File: config.mk
export PLATFORM = sky130hd
export DESIGN_NAME = irmod_top
export DESIGN_NICKNAME = d
export VERILOG_FILES = /design/src/rtl/irmod_pkg.sv /design/src/rtl/irmod_carrier.sv /design/src/rtl/irmod_modtimer.sv /design/src/rtl/irmod_outstage.sv /design/src/rtl/irmod_top.sv
export SDC_FILE = /design/constraint.sdc
export NUM_CORES = 1
export LEC_CHECK = 0
export ABC_CLOCK_PERIOD_IN_PS = 3120
export CORE_ASPECT_RATIO = 0.75
export CORE_UTILIZATION = 25
export CTS_CLUSTER_DIAMETER = 100
export DETAILED_ROUTE_END_ITERATION = 8
export HOLD_SLACK_MARGIN = 0.1
export PLACE_DENSITY = 0.54
export SYNTH_ARGS = -nofsm -noshare
export SYNTH_HDL_FRONTEND = slang
export SYNTH_SLANG_ARGS = --single-unit
File: constraint.sdc
create_clock -name clk -period 3.12 [get_ports clk]
set_input_delay 0.468 -clock clk [delete_from_list [all_inputs] [get_ports clk]]
set_output_delay 0.468 -clock clk [all_outputs]
set_load 0.03 [all_outputs]
File: src/rtl/irmod_pkg.sv
package irmod_pkg;
  typedef enum logic [1:0] {
    MODE_TIME = 2'd0,
    MODE_BASE = 2'd1,
    MODE_FSK  = 2'd2,
    MODE_RSVD = 2'd3
  } mode_t;
endpackage

File: src/rtl/irmod_carrier.sv
module irmod_carrier #(
  parameter int CW = 8
) (
  input  logic          clk,
  input  logic          rst,
  input  logic          run,
  input  logic          restart,
  input  logic          sel,
  input  logic [CW-1:0] hi1,
  input  logic [CW-1:0] lo1,
  input  logic [CW-1:0] hi2,
  input  logic [CW-1:0] lo2,
  output logic          carrier,
  output logic          period_end
);
  logic [CW-1:0] hi_raw, lo_raw, hi_eff, lo_eff, ccnt;
  logic          ph_hi, hi_last, lo_last;

  // pick the active count set; a zero count is stretched to one cycle
  assign hi_raw  = sel ? hi2 : hi1;
  assign lo_raw  = sel ? lo2 : lo1;
  assign hi_eff  = (hi_raw == '0) ? CW'(1) : hi_raw;
  assign lo_eff  = (lo_raw == '0) ? CW'(1) : lo_raw;
  assign hi_last = (ccnt == hi_eff - CW'(1));
  assign lo_last = (ccnt == lo_eff - CW'(1));

  assign period_end = run & ~ph_hi & lo_last;
  assign carrier    = ph_hi;

  always_ff @(posedge clk) begin
    if (rst) begin
      ph_hi <= 1'b1;
      ccnt  <= '0;
    end else if (restart) begin
      ph_hi <= 1'b1;
      ccnt  <= '0;
    end else if (run) begin
      if (ph_hi) begin
        if (hi_last) begin
          ph_hi <= 1'b0;
          ccnt  <= '0;
        end else begin
          ccnt <= ccnt + CW'(1);
        end
      end else begin
        if (lo_last) begin
          ph_hi <= 1'b1;
          ccnt  <= '0;
        end else begin
          ccnt <= ccnt + CW'(1);
        end
      end
    end
  end

  // the high phase only ends once its full count has elapsed
  p_high_len_r10: assert property (@(posedge clk) disable iff (rst)
    $fell(ph_hi) |-> $past(hi_last));

  // a restart always leaves the carrier in its high phase
  p_restart_high_r12: assert property (@(posedge clk) disable iff (rst)
    restart |=> (carrier && ccnt == '0));
endmodule

File: src/rtl/irmod_modtimer.sv
module irmod_modtimer #(
  parameter int MW = 16
) (
  input  logic          clk,
  input  logic          rst,
  input  logic          start,
  input  logic          run,
  input  logic          tick,
  input  logic          fsk,
  input  logic [MW-1:0] mark,
  input  logic [MW-1:0] space,
  output logic          gate,
  output logic          done,
  output logic          sel,
  output logic          fsk_switch
);
  localparam int CNTW = MW + 1;

  logic [CNTW-1:0] cnt;
  logic [MW-1:0]   space_sh;
  logic            neg, wrap;

  // sign bit set means the mark interval has run out
  assign neg        = cnt[CNTW-1];
  assign gate       = ~neg;
  assign wrap       = neg & ((~cnt[MW-1:0]) == space_sh);
  assign fsk_switch = run & tick & wrap & fsk;

  always_ff @(posedge clk) begin
    if (rst) begin
      cnt      <= '0;
      space_sh <= '0;
      sel      <= 1'b0;
      done     <= 1'b0;
    end else if (start) begin
      cnt      <= {1'b0, mark};
      space_sh <= space;
      sel      <= 1'b0;
      done     <= 1'b0;
    end else if (run && tick) begin
      if (wrap) begin
        cnt      <= {1'b0, mark};
        space_sh <= space;
        done     <= 1'b1;
        if (fsk) sel <= ~sel;
      end else begin
        cnt  <= cnt - CNTW'(1);
        done <= 1'b0;
      end
    end else begin
      done <= 1'b0;
    end
  end

  // a reload always reopens the gate, and pulses never touch
  p_done_opens_r2: assert property (@(posedge clk) disable iff (rst)
    done |-> gate);
  p_done_single_r2: assert property (@(posedge clk) disable iff (rst)
    done |=> !done);
  // a start always lands in the mark interval with set 1
  p_start_load_r12: assert property (@(posedge clk) disable iff (rst)
    start |=> (gate && !sel));
endmodule

File: src/rtl/irmod_outstage.sv
module irmod_outstage
  import irmod_pkg::*;
(
  input  logic  clk,
  input  logic  rst,
  input  logic  active,
  input  mode_t mode,
  input  logic  gate,
  input  logic  carrier,
  input  logic  latch,
  input  logic  pol,
  output logic  ir_out
);
  logic mod_out, raw;

  always_comb begin
    case (mode)
      MODE_BASE: mod_out = gate;
      MODE_FSK:  mod_out = carrier;
      default:   mod_out = gate & carrier;
    endcase
  end

  assign raw = active ? mod_out : latch;

  always_ff @(posedge clk) begin
    if (rst) ir_out <= 1'b0;
    else     ir_out <= raw ^ pol;
  end

  // a block that is not running shows the latch
  p_latch_when_off_r6: assert property (@(posedge clk) disable iff (rst)
    !active |=> ir_out == ($past(latch) ^ $past(pol)));
  // baseband follows the gate
  p_baseband_level_r4: assert property (@(posedge clk) disable iff (rst)
    (active && mode == MODE_BASE) |=> ir_out == ($past(gate) ^ $past(pol)));
  // a closed gate in time mode gives the idle level
  p_time_closed_r3: assert property (@(posedge clk) disable iff (rst)
    (active && mode == MODE_TIME && !gate) |=> ir_out == $past(pol));
endmodule

File: src/rtl/irmod_top.sv
module irmod_top
  import irmod_pkg::*;
#(
  parameter int MW = 16,
  parameter int CW = 8
) (
  input  logic          clk,
  input  logic          rst,
  input  logic          cfg_en,
  input  logic [1:0]    cfg_mode,
  input  logic          cfg_clksrc,
  input  logic          cfg_pol,
  input  logic          cfg_latch,
  input  logic [MW-1:0] cfg_mark,
  input  logic [MW-1:0] cfg_space,
  input  logic [CW-1:0] cfg_hi1,
  input  logic [CW-1:0] cfg_lo1,
  input  logic [CW-1:0] cfg_hi2,
  input  logic [CW-1:0] cfg_lo2,
  output logic          ir_out,
  output logic          period_done
);
  mode_t mode;
  logic  en_q, start, active, is_fsk;
  logic  carrier, ctick, mtick;
  logic  gate, sel, fsk_switch;

  assign mode   = mode_t'(cfg_mode);
  assign is_fsk = (mode == MODE_FSK);
  assign start  = cfg_en & ~en_q;
  assign active = cfg_en & en_q;
  // FSK always counts carrier periods
  assign mtick  = (is_fsk | cfg_clksrc) ? ctick : 1'b1;

  always_ff @(posedge clk) begin
    if (rst) en_q <= 1'b0;
    else     en_q <= cfg_en;
  end

  irmod_carrier #(.CW(CW)) u_carrier (
    .clk        (clk),
    .rst        (rst),
    .run        (active),
    .restart    (start | fsk_switch),
    .sel        (sel),
    .hi1        (cfg_hi1),
    .lo1        (cfg_lo1),
    .hi2        (cfg_hi2),
    .lo2        (cfg_lo2),
    .carrier    (carrier),
    .period_end (ctick)
  );

  irmod_modtimer #(.MW(MW)) u_timer (
    .clk        (clk),
    .rst        (rst),
    .start      (start),
    .run        (active),
    .tick       (mtick),
    .fsk        (is_fsk),
    .mark       (cfg_mark),
    .space      (cfg_space),
    .gate       (gate),
    .done       (period_done),
    .sel        (sel),
    .fsk_switch (fsk_switch)
  );

  irmod_outstage u_out (
    .clk     (clk),
    .rst     (rst),
    .active  (active),
    .mode    (mode),
    .gate    (gate),
    .carrier (carrier),
    .latch   (cfg_latch),
    .pol     (cfg_pol),
    .ir_out  (ir_out)
  );

  // with the carrier-period tick and no carrier period ending, no reload occurs
  p_slow_tick_r11: assert property (@(posedge clk) disable iff (rst)
    (active && cfg_clksrc && !ctick && !start) |=> !period_done);
endmodule

==> summary.md, run 1 <==
The run finished with clean final reports. Across all register-to-register paths, the minimum setup slack is 0.12 ns. The period utilization came out at 0.960.

The floorplan step defined a core boundary enclosing 14,000 um^2. In the post-synthesis netlist, the biggest area contributors are sky130_fd_sc_hd__dfxtp_1 25%, sky130_fd_sc_hd__mux2i_1 8.8%, sky130_fd_sc_hd__nand2b_1 8.6%. In this run the power spent charging and discharging nets is 519 uW.

The number of global-route vias before repair came out at 3,476. For the total congestion overflow after global routing, the log shows 0. The logs give 74 for the number of primary I/O pins and 0.261 for the initial cell density of the core.

Once detailed placement completed, the half-perimeter wirelength came to 7.77 mm. In this run, synthesis inferred 0 flip-flops with an integrated enable. On the worst path, the slowest cell contributes a delay of 0.35 ns. The worst register-to-register path ends at u_timer.cnt[6]. The buffer cell driving the clock tree root was sky130_fd_sc_hd__clkbuf_16.

The tools report the number of pins with negative max-slew slack in the final report as 0. For the final routed DRC violation total, the log shows 0. The analysis attributes to cell leakage a power of 1.95 nW.

For the final database, setup skew stands at 0.0112 ns. In the final design database the tool counted 610 nets. The run gives 1.28 mW as the cell-internal power. Tracing the worst setup path back leads to its startpoint at u_timer.sel. The switching share of total power came out at 0.288. By instance count, the cell type seen most on the critical path is sky130_fd_sc_hd__buf_12. The share of layout cells above drive strength 1 came out at 0.191. The data arrival at the endpoint of the critical path was 3.18 ns; the relative area change from synthesis to final layout was 44.0%. The via density per instance was 4.77; the antenna diode instance count was 0. Worst reg2reg path startpoint: u_timer.sel. Counting distinct cell types in the post-synthesis netlist gives 63.

Combinational power share: 0.295. The final wirelength is 10.4 mm. Data on the critical path is required at its endpoint by 3.31 ns. The floorplan step defined a die boundary enclosing 15,100 um^2. The logs give 0 for the number of antenna violations at the first check in global routing and 3,476 for the number of vias in the routed layout. The number of synthesized register bits is 46, and the synthesized netlist net count is 503. The final hold violation count was 0; the count of input and output buffers was 73. Based on the critical path, the design can be clocked at up to 0.334 GHz.

Power per standard cell area: 342 nW/um^2. The first detailed-routing pass took 4 iterations. The startpoint kind of the worst setup timing path was a register. The number of placed instances, taps included, is 704. Subtracting the final worst setup slack from the clock period gives 3.00 ns. The library cells used most frequently in the layout, excluding fill and tap cells, are 61 x sky130_fd_sc_hd__clkdlybuf4s50_1, 50 x sky130_fd_sc_hd__nand2b_1, 45 x sky130_fd_sc_hd__dfxtp_1, 45 x sky130_fd_sc_hd__buf_4, 32 x sky130_fd_sc_hd__a21oi_1. The number of clock buffers added by TritonCTS is 5. The run gives 425 as the cell count after synthesis. Most used flip-flop cell after synthesis: sky130_fd_sc_hd__dfxtp_1. Worst hold margin: 0.488 ns.

Dividing the detail-routed wire length by the instance count gives 14.3 um. Entering global routing, the biggest net connects 42 pins. The signal on the critical path passes through buf_12 > buf_12 > nor4b_4 > o221ai_2 > nand2_1 > inv_1 > ha_1 > xor2_1 > nand2_1 > a2111oi_4 > nand4_4 > a21o_1 > buf_12 > o32ai_2. The detailed router finished its first iteration with 177 violations.

The first-pass GRT wire length was 16.9 mm; the number of endpoints failing setup at the final stage was 0. The library cell used most frequently in the layout, excluding fill and tap cells, is sky130_fd_sc_hd__clkdlybuf4s50_1. For this run, the number of Yosys warnings is 0.

From left edge to right edge, the die measures 142 um. The detail route stage leaves a number of antenna-violating nets equal to 0. The met2 usage in global routing was 0.225.

Max-cap violations in this run came to 0. The clock-pin slew reported for the worst setup and hold paths after clock tree synthesis is 0.07 ns. Prior to clock tree synthesis, the placed netlist has a worst setup slack of -0.372 ns. The tools report the sequential cell area fraction in the yosys report as 0.252. The capturing element type of the critical path was a register.

The clock group share of total power was 0.333. In this run the worst hold path is classified as register to register. The start-to-end type of the worst setup path was register to register.

Summed over all instances, the cell type with the most area after synthesis is sky130_fd_sc_hd__dfxtp_1. IR analysis of the VDD net gives a maximum drop of 0.183 mV. The run gives 0.371 as the part of the total power dissipated in sequential elements.

TritonCTS built the clock tree. CTS built an H-tree with a depth of 2. Measured along the y axis, the die boundary spans 107 um. The fraction of met1 tracks used by global routing is 0.196, and the length in cells of the worst reg-to-reg path is 14. In this run the worst setup path terminates at u_timer.cnt[6]. The maximum root-to-sink buffer count was 2; the average size of a mapped cell was 8.60 um^2. Routability-driven placement finished with a final weighted congestion of 0.785. The most used routing layer was met2. For the global-route total usage across every layer, the log shows 0.139.

The biggest fanout along the worst timing path is 16, and the cell row count is 37. Among all stages on the critical path, the largest delay is contributed by sky130_fd_sc_hd__dfxtp_4. The finished layout holds 728 standard cells, fillers aside. The logs give 0.500 for the max-slew headroom at the worst pin and 0.124 ns for the minimum setup slack in the final design. For the pin with the worst max-slew slack, the measured transition is 0.750 ns. The clock net sink count came out at 46. The portion of synthesized cell area occupied by the leading cell type was 0.252.

The netlist area before placement was 3650 um^2; the proportion of synthesized flip-flops having asynchronous set or reset was 0. The tools report the met3 track utilization from global routing as 0.0152. The tools report the clock latency on the worst-skew pair as 0.29 ns.
## sequential cells by signal, summed over array words and instances, names as in the netlist
register / cells
u_timer.sel: 1
u_timer.space_sh: 16
en_q: 1
u_timer.done: 1
u_timer.cnt: 17
u_out.ir_out: 1
u_carrier.ccnt: 8
u_carrier.carrier: 1
## power groups by stage
stage	clock network, mW	registers, mW	logic (mW)
4_1_cts	0.615	0.669	0.518
2_1_floorplan	0	0.671	0.317
6_report	0.600	0.668	0.531
3_5_place_dp	0	0.682	0.513
3_3_place_gp	0	0.680	0.505
5_1_grt	0.636	0.675	0.590
## kinds of logic after synthesis
| logic type | count (synthesis) | synth area share |
|---|---|---|
| AOI/OAI and AO/OA | 104 | 0.223 |
| and+or+nand+nor | 152 | 0.253 |
| adders and majority gates | 6 | 0.0205 |
| DFF | 46 | 0.252 |
| buffers and inverters | 41 | 0.0514 |
| muxes | 34 | 0.0945 |
| xor gates and xnor gates | 42 | 0.105 |
## worst max-delay path, delay by kind of cell, from the launching register on
family                     cells  cell delay [ns]
AOI/OAI and AO/OA              4             0.96
and+or+nand+nor                4             0.66
buffers and inverters          4             0.46
DFF                            1             0.35
adders and majority gates      1             0.29
xor gates and xnor gates       1             0.13
## cells in the mapped netlist, types with 4 or more instances
| cell | n |
|---|---|
| sky130_fd_sc_hd__nor2_1 | 21 |
| sky130_fd_sc_hd__or3_1 | 6 |
| sky130_fd_sc_hd__xnor2_1 | 29 |
| sky130_fd_sc_hd__a211oi_1 | 4 |
| sky130_fd_sc_hd__o211ai_1 | 4 |
| sky130_fd_sc_hd__nand2b_1 | 50 |
| sky130_fd_sc_hd__ha_1 | 6 |
| sky130_fd_sc_hd__dfxtp_1 | 46 |
| sky130_fd_sc_hd__nand2_1 | 15 |
| sky130_fd_sc_hd__nor3b_1 | 8 |
| sky130_fd_sc_hd__o32ai_2 | 8 |
| sky130_fd_sc_hd__a21o_1 | 4 |
| sky130_fd_sc_hd__nor4_1 | 7 |
| sky130_fd_sc_hd__xor2_1 | 12 |
| sky130_fd_sc_hd__o32ai_1 | 7 |
| sky130_fd_sc_hd__inv_1 | 17 |
| sky130_fd_sc_hd__nand4_1 | 4 |
| sky130_fd_sc_hd__buf_6 | 4 |
| sky130_fd_sc_hd__o21ai_0 | 18 |
| sky130_fd_sc_hd__nor3_1 | 19 |
| sky130_fd_sc_hd__clkbuf_1 | 16 |
| sky130_fd_sc_hd__a21oi_1 | 32 |
| sky130_fd_sc_hd__mux2i_1 | 32 |
## what timing repair did
item | in CTS | in global routing
hold buffers | 0 | 0
cloned | 0 | 1
setup buffers | 2 | 13
pin swaps | 4 | 11
resized for setup | 2 | 30
endpoints found under the setup margin | 9 | 32
## through the flow
step / cell area [um^2] / util / setup TNS (ns) / power [mW]
3_5_place_dp: 4820 / 0.344 / -9.45 / 1.20
2_1_floorplan: 3650 / - / 0 / 0.988
6_report: 5260 / 0.376 / 0 / 1.80
3_3_place_gp: 4820 / 0.344 / -6.26 / 1.18
5_1_grt: 5260 / 0.376 / -0.0653 / 1.90
4_1_cts: 5000 / 0.358 / 0 / 1.80
## layout make-up
type / instances / area (um^2)
Clock buffer: 6 / 129
Sequential cell: 46 / 925
Tap cell: 195 / 244
Multi-Input combinational cell: 338 / 2650
Timing Repair Buffer: 124 / 1210
Clock inverter: 2 / 37.5
Fill cell: 1422 / 8720
Inverter: 17 / 63.8
## how the worst min path moves through the flow
stage | depth (start not counted) | startpoint | end | slack [ns]
final | 2 | u_timer.space_sh[4] | u_timer.space_sh[4] | 0.49
after global routing | 2 | u_timer.space_sh[9] | u_timer.space_sh[9] | 0.51
after CTS | 2 | u_timer.space_sh[4] | u_timer.space_sh[4] | 0.49
after detailed placement | 2 | u_timer.space_sh[6] | u_timer.space_sh[6] | 0.48
after global placement | 2 | u_timer.space_sh[2] | u_timer.space_sh[2] | 0.48
after floorplan | 2 | u_timer.space_sh[10] | u_timer.space_sh[10] | 0.46
## metal layers
| metal | vias up | share of wire |
|---|---|---|
| li1 | 1773 | - |
| met1 | 1647 | 0.52 |
| met2 | 45 | 0.45 |
| met3 | 11 | 0.019 |
| met4 | 0 | 0.012 |
| met5 | - | 0 |
(Power assumes the default switching activity.)
==> run 2: changes to the inputs <==
Settings changed: MAX_ROUTING_LAYER set to met4, SLEW_MARGIN set to 5.
==> run 2 against run 1 <==
Final cell count unchanged; sequential power about the same; routed wire length down 0.34%; critical path depth unchanged.
==> summary.md, run 2 (synthesis results as in run 1) <==
The flow ran to the end, and the final reports show no timing, DRC or antenna violations. For the number of vias in the routed layout, the log shows 3,465 (-0.32%). The global-route total usage across every layer is 0.143 (+0.00404), and the number of max-cap violations is 0 (unchanged). For the number of hold buffers added after CTS, the log shows 0 (unchanged).

The chip height was 107 um (unchanged); the biggest fanout along the worst timing path was 16 (unchanged). In the final layout, the registers with the most flip-flops are u_timer.cnt (17), u_timer.space_sh (16), u_carrier.ccnt (8). The run gives 610 (unchanged) as the final-stage net count. The final period demand of the worst path was 3.00 ns (-0.000891 ns). In this run the critical register-to-register path is captured at u_timer.cnt[6]. The cell row count was 37 (unchanged). The initial cell density of the core is 0.261 (unchanged).

The number of cells on the worst hold path is 2 (unchanged), and the first-pass iteration count of the detailed router is 4 (unchanged). The fraction of the core area covered by cells at the end of the flow is 0.376 (unchanged). In the layout the commonest cells are 61 x sky130_fd_sc_hd__clkdlybuf4s50_1, 50 x sky130_fd_sc_hd__nand2b_1, 45 x sky130_fd_sc_hd__dfxtp_1, 45 x sky130_fd_sc_hd__buf_4, 32 x sky130_fd_sc_hd__a21oi_1. The path class of the tightest hold or removal check is register to register.

The power per standard cell area was 341 nW/um^2 (-0.17%); the final hold violation count was 0 (unchanged). The slew at the pin closest to its max-slew limit was 0.745 ns (-0.00541 ns); the period utilization was 0.960 (about the same). Length in cells of the worst reg-to-reg path: 14 (unchanged).

The startpoint kind of the worst setup timing path was a register. Leaving out fill and tap cells, the most frequent cell in the layout is sky130_fd_sc_hd__clkdlybuf4s50_1. The largest individual stage delay along the critical path comes from the cell sky130_fd_sc_hd__dfxtp_4.

The stage delay of the slowest cell on the critical path came out at 0.35 ns (about the same). The worst setup path is captured at a register. For the area of the die, the log shows 15,100 um^2 (unchanged).

For the register-to-register setup slack, the log shows 0.12 ns (about the same). The remaining antenna violation count after routing came out at 0 (unchanged). The share of layout cells above drive strength 1 was 0.191 (unchanged).

The maximum root-to-sink buffer count was 2 (unchanged); the number of endpoints failing setup at the final stage was 0 (unchanged). The final HPWL from detailed placement came out at 7.77 mm (unchanged). The worst setup path is of the register to register kind.

For the number of levels the H-tree was split into, the log shows 2 (unchanged). The register bank with the most flops is u_timer.cnt. The relative area change from synthesis to final layout works out to 44.0% (unchanged). The startpoint identified for the worst register-to-register timing path is u_timer.sel. The width of the chip came out at 142 um (unchanged).

The number of buffer and inverter instances along the worst setup path was 4 (unchanged). Starting DRC count in detailed routing: 183 (+3.4%). The endpoint required time on the critical path is 3.31 ns (about the same), and the final routed DRC violation total is 0 (unchanged). Count of input and output buffers: 73 (unchanged). The tools report the peak ir drop on the vdd network as 0.185 mV (+0.90%). The logs give 0.796 (+1.4%) for the routability congestion estimate and 0.125 ns (+0.000891 ns) for the minimum setup slack in the final design. Summed area of non-filler cells in the final layout: 5260 um^2 (unchanged). The antenna diode instance count was 0 (unchanged); the number of flip-flops under the largest register name was 17 (unchanged). The first-pass GRT wire length came out at 16.9 mm (about the same).

The number of primary I/O pins is 74 (unchanged), and the number of pins with negative max-slew slack in the final report is 0 (unchanged). By instance count, the cell type seen most on the critical path is sky130_fd_sc_hd__buf_12. The final wirelength is 10.4 mm (-0.34%), and the max-slew headroom at the worst pin is 0.503 (+0.00360).

The via density per instance came out at 4.76 (-0.32%). The pin count of the biggest net entering global routing was 42 (unchanged); the post-placement worst setup slack was -0.372 ns (unchanged). The tools report the total clock buffers created by CTS as 5 (unchanged). TritonCTS built the clock tree. The clock net sink count is 46 (unchanged), and the data arrival at the endpoint of the critical path is 3.18 ns (about the same).

The clock latency on the worst-skew pair is 0.29 ns (about the same). The signal on the critical path passes through buf_12 > buf_12 > nor4b_4 > o221ai_2 > nand2_1 > inv_1 > ha_1 > xor2_1 > nand2_1 > a2111oi_4 > nand4_4 > a21o_1 > buf_12 > o32ai_2. Core footprint: 14,000 um^2 (unchanged). The number of global-route vias before repair was 3,462 (-0.40%); the per-cell routed wire length was 14.2 um (-0.34%). Broken down by cell family, the worst path's largest delay share belongs to compound AO/OA/AOI/OAI gates. The clock-pin slew reported for the worst setup and hold paths after clock tree synthesis was 0.06 ns (about the same); the number of antenna violations at the first check in global routing was 0 (unchanged). The standard cell area after detailed placement was 4820 um^2 (unchanged). Number of fill cells in the layout: 1,422 (unchanged). The highest achievable clock rate was 0.334 GHz (about the same).

Buffer cell driving the clock tree root: sky130_fd_sc_hd__clkbuf_16. The logs give 0.00912 ns (-0.00206 ns) for the maximum clock skew at final layout and 0 (unchanged) for the total congestion overflow after global routing. The path with the worst hold slack has its endpoint at u_timer.space_sh[4].

The worst hold path begins at u_timer.space_sh[4]. The cell leakage power was 1.95 nW (unchanged).
-- run 2: worst min-delay path: stages (launching register included) --
cell and delay (ns):
sky130_fd_sc_hd__dfxtp_1 0.33, sky130_fd_sc_hd__nand2b_1 0.07, sky130_fd_sc_hd__mux2i_1 0.05
-- run 2: worst max-delay path by stage --
stage	start	end	slack (ns)	cells after the start
finish	u_timer.sel	u_timer.cnt[6]	0.12	14
global route	u_timer.sel	u_timer.cnt[8]	-0.02	14
CTS	cfg_lo2[3]	u_timer.cnt[6]	0.002	13
detailed placement	cfg_hi2[3]	u_carrier.ccnt[4]	-0.37	13
global placement	cfg_hi2[6]	u_carrier.ccnt[0]	-0.30	13
floorplan	u_timer.sel	u_carrier.ccnt[0]	0.04	13
-- run 2: power by group --
group | leakage, nW | internal [mW] | switching [mW] | total [mW]
combinational | 1.50 | 0.278 | 0.253 | 0.531
clock | 0.0771 | 0.378 | 0.218 | 0.597
sequential | 0.377 | 0.624 | 0.0444 | 0.668
-- run 2: timing repair --
item	4_1_cts	5_1_grt
hold endpoints to repair	0	0
cloned	0	1
setup buffers	2	13
setup endpoints to repair	9	32
resized for setup	2	30
pin swaps	4	11
-- run 2: layout make-up --
class / instances / area (um^2) / area share
tap: 195 / 244 / 0.0464
multi-input combinational: 338 / 2650 / 0.505
clock buffer: 6 / 129 / 0.0245
inverter: 17 / 63.8 / 0.0121
sequential: 46 / 925 / 0.176
timing repair buffer: 124 / 1210 / 0.230
clock inverter: 2 / 37.5 / 0.00714
-- run 2: routing by layer --
metal / wire [um] / vias to the layer above / part of all wire / track usage
met5: 0 / - / 0 / -
met3: 216 / 14 / 0.021 / 0.0134
li1: - / 1769 / - / -
met2: 4650 / 44 / 0.45 / 0.224
met1: 5310 / 1638 / 0.51 / 0.198
met4: 177 / 0 / 0.017 / 0.0346
-- run 2: stage by stage --
| stage | hold WS, ns | instances | total power, mW | setup TNS [ns] |
|---|---|---|---|---|
| 2_1_floorplan | 0.460 | 425 | 0.988 | 0 |
| 3_3_place_gp | 0.479 | 704 | 1.18 | -6.26 |
| 3_5_place_dp | 0.481 | 704 | 1.20 | -9.45 |
| 4_1_cts | 0.493 | 714 | 1.80 | 0 |
| 5_1_grt | 0.509 | 728 | 1.90 | -0.0723 |
| 6_report | 0.489 | 728 | 1.80 | 0 |
==> run 3: changes to the inputs <==
Settings changed: CORE_MARGIN set to 2, HOLD_SLACK_MARGIN 0.1 to unset, SLEW_MARGIN 5 to 20.
==> run 3 against run 2 <==
First-iteration DRC count increased by 35%; register-to-register slack got worse by 0.11 ns; hold slack improved by 0.00069 ns; fmax decreased by 3.6%; setup slack got worse by 0.11 ns; power decreased by 1.4%; sequential power about the same; core utilization decreased by 0.52 points; critical path depth unchanged; via count increased by 2.2%; sequential share of layout area decreased by 0.22 points; critical endpoint is now u_timer.cnt[15]; largest power group unchanged; highest routed layer unchanged.
==> summary.md, run 3 (synthesis results as in run 1) <==
The tools report the peak ir drop on the vdd network as 0.200 mV (+8.4%). TritonCTS built the clock tree. Routed signal wires occupy layers up through met4. The worst hold path begins at u_timer.space_sh[1]. The initial cell density of the core is 0.254 (-0.00688). The clock net sink count came out at 46 (unchanged). The number of cells on the worst hold path came out at 2 (unchanged).

The chip height came out at 109 um (+1.9%). The clock-pin slew reported for the worst setup and hold paths after clock tree synthesis is 0.07 ns (about the same), and the via density per instance is 4.80 (+0.95%). STA classifies the critical path endpoint as a register.

The post-placement cell count is 713 (+1.3%). For the endpoint required time on the critical path, the log shows 3.32 ns (about the same). The slew at the pin closest to its max-slew limit is 0.654 ns (-0.0911 ns). The run finished with clean final reports. The buffer cell driving the clock tree root is sky130_fd_sc_hd__clkbuf_16.

Ranked by flip-flop count, first place goes to u_timer.cnt. The run gives 5 (unchanged) as the total clock buffers created by CTS. The length in cells of the worst reg-to-reg path came out at 14 (unchanged). The tools report the antenna diode instance count as 0 (unchanged).

The worst hold path belongs to the class register to register. Cell row count: 38 (+2.7%). The data arrival at the endpoint of the critical path was 3.31 ns (+0.13 ns). The logs give 14,400 um^2 (+2.7%) for the core footprint and 5.43 mm (+2.2%) for the met1 wire length. The period utilization was 0.996 (+0.0363). Start-to-end type of the worst setup path: register to register. The maximum root-to-sink buffer count was 2 (unchanged); the area of the die was 15,600 um^2 (+3.3%). The routability congestion estimate was 0.786 (-1.2%). The worst setup path is launched from a register.

The routed length on met3 was 352 um (+63%); the sum of negative setup slack was 0 ns (unchanged). The highest achievable clock rate is 0.322 GHz (-3.6%), and the clock latency on the worst-skew pair is 0.29 ns (about the same). The pin count of the biggest net entering global routing is 35 (-17%), and the number of endpoints failing setup at the final stage is 0 (unchanged).

The number of vias in the routed layout was 3,541 (+2.2%). Commonest non-fill, non-tap cell in the layout: sky130_fd_sc_hd__clkdlybuf4s50_1. The number of global-route vias before repair is 3,304 (-4.6%).

The worst hold path terminates at u_timer.space_sh[1]. The starting DRC count in detailed routing was 247 (+35%). The final-stage net count came out at 614 (+0.66%).

The count of input and output buffers works out to 73 (unchanged). In this run the critical register-to-register path is captured at u_timer.cnt[15]. The logs give 4.94 mm (+6.3%) for the routed length on met2 and 0 (unchanged) for the number of pins with negative max-slew slack in the final report.

Number of max-cap violations: 0 (unchanged). The first-pass GRT wire length is 16.8 mm (-0.89%). In the final layout, the registers with the most flip-flops are u_timer.cnt (17), u_timer.space_sh (16), u_carrier.ccnt (8).

The max-slew headroom at the worst pin is 0.564 (+0.0608). The final wirelength was 10.9 mm (+5.1%); the per-cell routed wire length was 14.8 um (+3.8%). The maximum clock skew at final layout is 0.00616 ns (-0.00297 ns), and the width of the chip is 144 um (+1.4%). The number of hold buffers added after CTS was 0 (unchanged).

In this run the critical register-to-register path is launched from u_timer.sel. The number of flip-flops under the largest register name was 17 (unchanged); the number of levels the H-tree was split into was 2 (unchanged). In the layout the commonest cells are 64 x sky130_fd_sc_hd__clkdlybuf4s50_1, 50 x sky130_fd_sc_hd__nand2b_1, 46 x sky130_fd_sc_hd__buf_4, 45 x sky130_fd_sc_hd__dfxtp_1, 32 x sky130_fd_sc_hd__a21oi_1. For the final hold violation count, the log shows 0 (unchanged). Setup repair after global routing could not meet its margin everywhere. The power per standard cell area was 332 nW/um^2 (-2.7%). For the first-pass iteration count of the detailed router, the log shows 7 (+3). The run gives 0 (unchanged) as the number of antenna violations at the first check in global routing. Relative area change from synthesis to final layout: 45.8%. The remaining antenna violation count after routing came out at 0 (unchanged).

The share of layout cells above drive strength 1 is 0.203 (+0.0116). The logs give 74 (unchanged) for the number of primary I/O pins and 0.01 ns (-0.11 ns) for the register-to-register setup slack. The biggest fanout along the worst timing path works out to 8 (-8). The tools report the final routed DRC violation total as 0 (unchanged). The cell leakage power is 1.96 nW (+0.52%). The total congestion overflow after global routing is 0 (unchanged).

The run gives 7.93 mm (+2.0%) as the final HPWL from detailed placement. The tools report the global-route total usage across every layer as 0.139 (-0.00424). The final period demand of the worst path is 3.11 ns (+0.113 ns), and the number of cells in the finished layout apart from fillers is 737 (+1.2%).
==> run 3: cell types whose count changed in the layout (fill, tap and decap cells not counted), moves of 3 or more <==
| cell | before | now |
|---|---|---|
| sky130_fd_sc_hd__dlymetal6s2s_1 | 11 | 8 |
| sky130_fd_sc_hd__clkdlybuf4s50_1 | 61 | 64 |
| sky130_fd_sc_hd__o32ai_1 | 4 | 1 |
| sky130_fd_sc_hd__o32ai_2 | 11 | 14 |
==> run 3: layer usage <==
layer / global-route usage / vias to the layer above
li1: - / 1782
met1: 0.198 / 1684
met2: 0.207 / 65
met3: 0.0189 / 10
met4: 0.0350 / 0
met5: - / -
==> run 3: report_power, final <==
group          total, mW  internal (mW)  switching (mW)
sequential         0.669          0.624          0.0456
combinational      0.554          0.292           0.262
clock              0.547          0.318           0.229
total               1.77           1.23           0.537
==> run 3: worst max path at each step <==
stage                                    to  slack (ns)        start
after global placement      u_timer.cnt[14]       -0.31   cfg_lo2[5]
after detailed placement     u_timer.cnt[0]       -0.38   cfg_lo2[2]
after global routing        u_timer.cnt[15]       -0.14  u_timer.sel
after floorplan           u_carrier.ccnt[0]        0.04  u_timer.sel
final                       u_timer.cnt[15]        0.01  u_timer.sel
after CTS                    u_timer.cnt[5]        0.02   cfg_lo2[4]
==> run 3: metrics by stage <==
| stage | hold WS (ns) | worst slack [ns] | area, um^2 | power (mW) | utilization |
|---|---|---|---|---|---|
| floorplan | 0.460 | 0.0440 | 3650 | 0.988 | - |
| detailed placement | 0.485 | -0.383 | 4860 | 1.20 | 0.339 |
| finish | 0.490 | 0.0115 | 5330 | 1.77 | 0.371 |
| global placement | 0.480 | -0.313 | 4860 | 1.19 | 0.339 |
| CTS | 0.498 | 0.0161 | 5050 | 1.76 | 0.352 |
| global route | 0.506 | -0.142 | 5330 | 1.87 | 0.371 |
==> run 3: what timing repair did <==
item | 4_1_cts | 5_1_grt
endpoints found under the setup margin | 24 | 43
gates cloned | 0 | 2
resized for setup | 6 | 27
pin swaps | 3 | 26
buffers inserted | 1 | 13
==> run 3: worst max-delay path, stage by stage, from the launching register on <==
cell and delay (ns):
sky130_fd_sc_hd__dfxtp_4 0.37, sky130_fd_sc_hd__buf_12 0.14, sky130_fd_sc_hd__buf_12 0.13, sky130_fd_sc_hd__nor4_4 0.33, sky130_fd_sc_hd__o221ai_2 0.15, sky130_fd_sc_hd__nand2_1 0.13, sky130_fd_sc_hd__inv_2 0.05, sky130_fd_sc_hd__ha_4 0.26
sky130_fd_sc_hd__xor2_1 0.14, sky130_fd_sc_hd__nand2_1 0.11, sky130_fd_sc_hd__a2111oi_4 0.33, sky130_fd_sc_hd__nand4_4 0.22, sky130_fd_sc_hd__a21o_4 0.29, sky130_fd_sc_hd__clkbuf_16 0.17, sky130_fd_sc_hd__o32ai_2 0.20
==> run 3: area by class of cell <==
type | count | area [um^2]
inverter | 17 | 63.8
clock inverter | 1 | 5.00
clock buffer | 7 | 143
fill | 1426 | 9030
timing repair buffer | 128 | 1260
tap | 200 | 250
sequential | 46 | 925
multi-input combinational | 338 | 2680
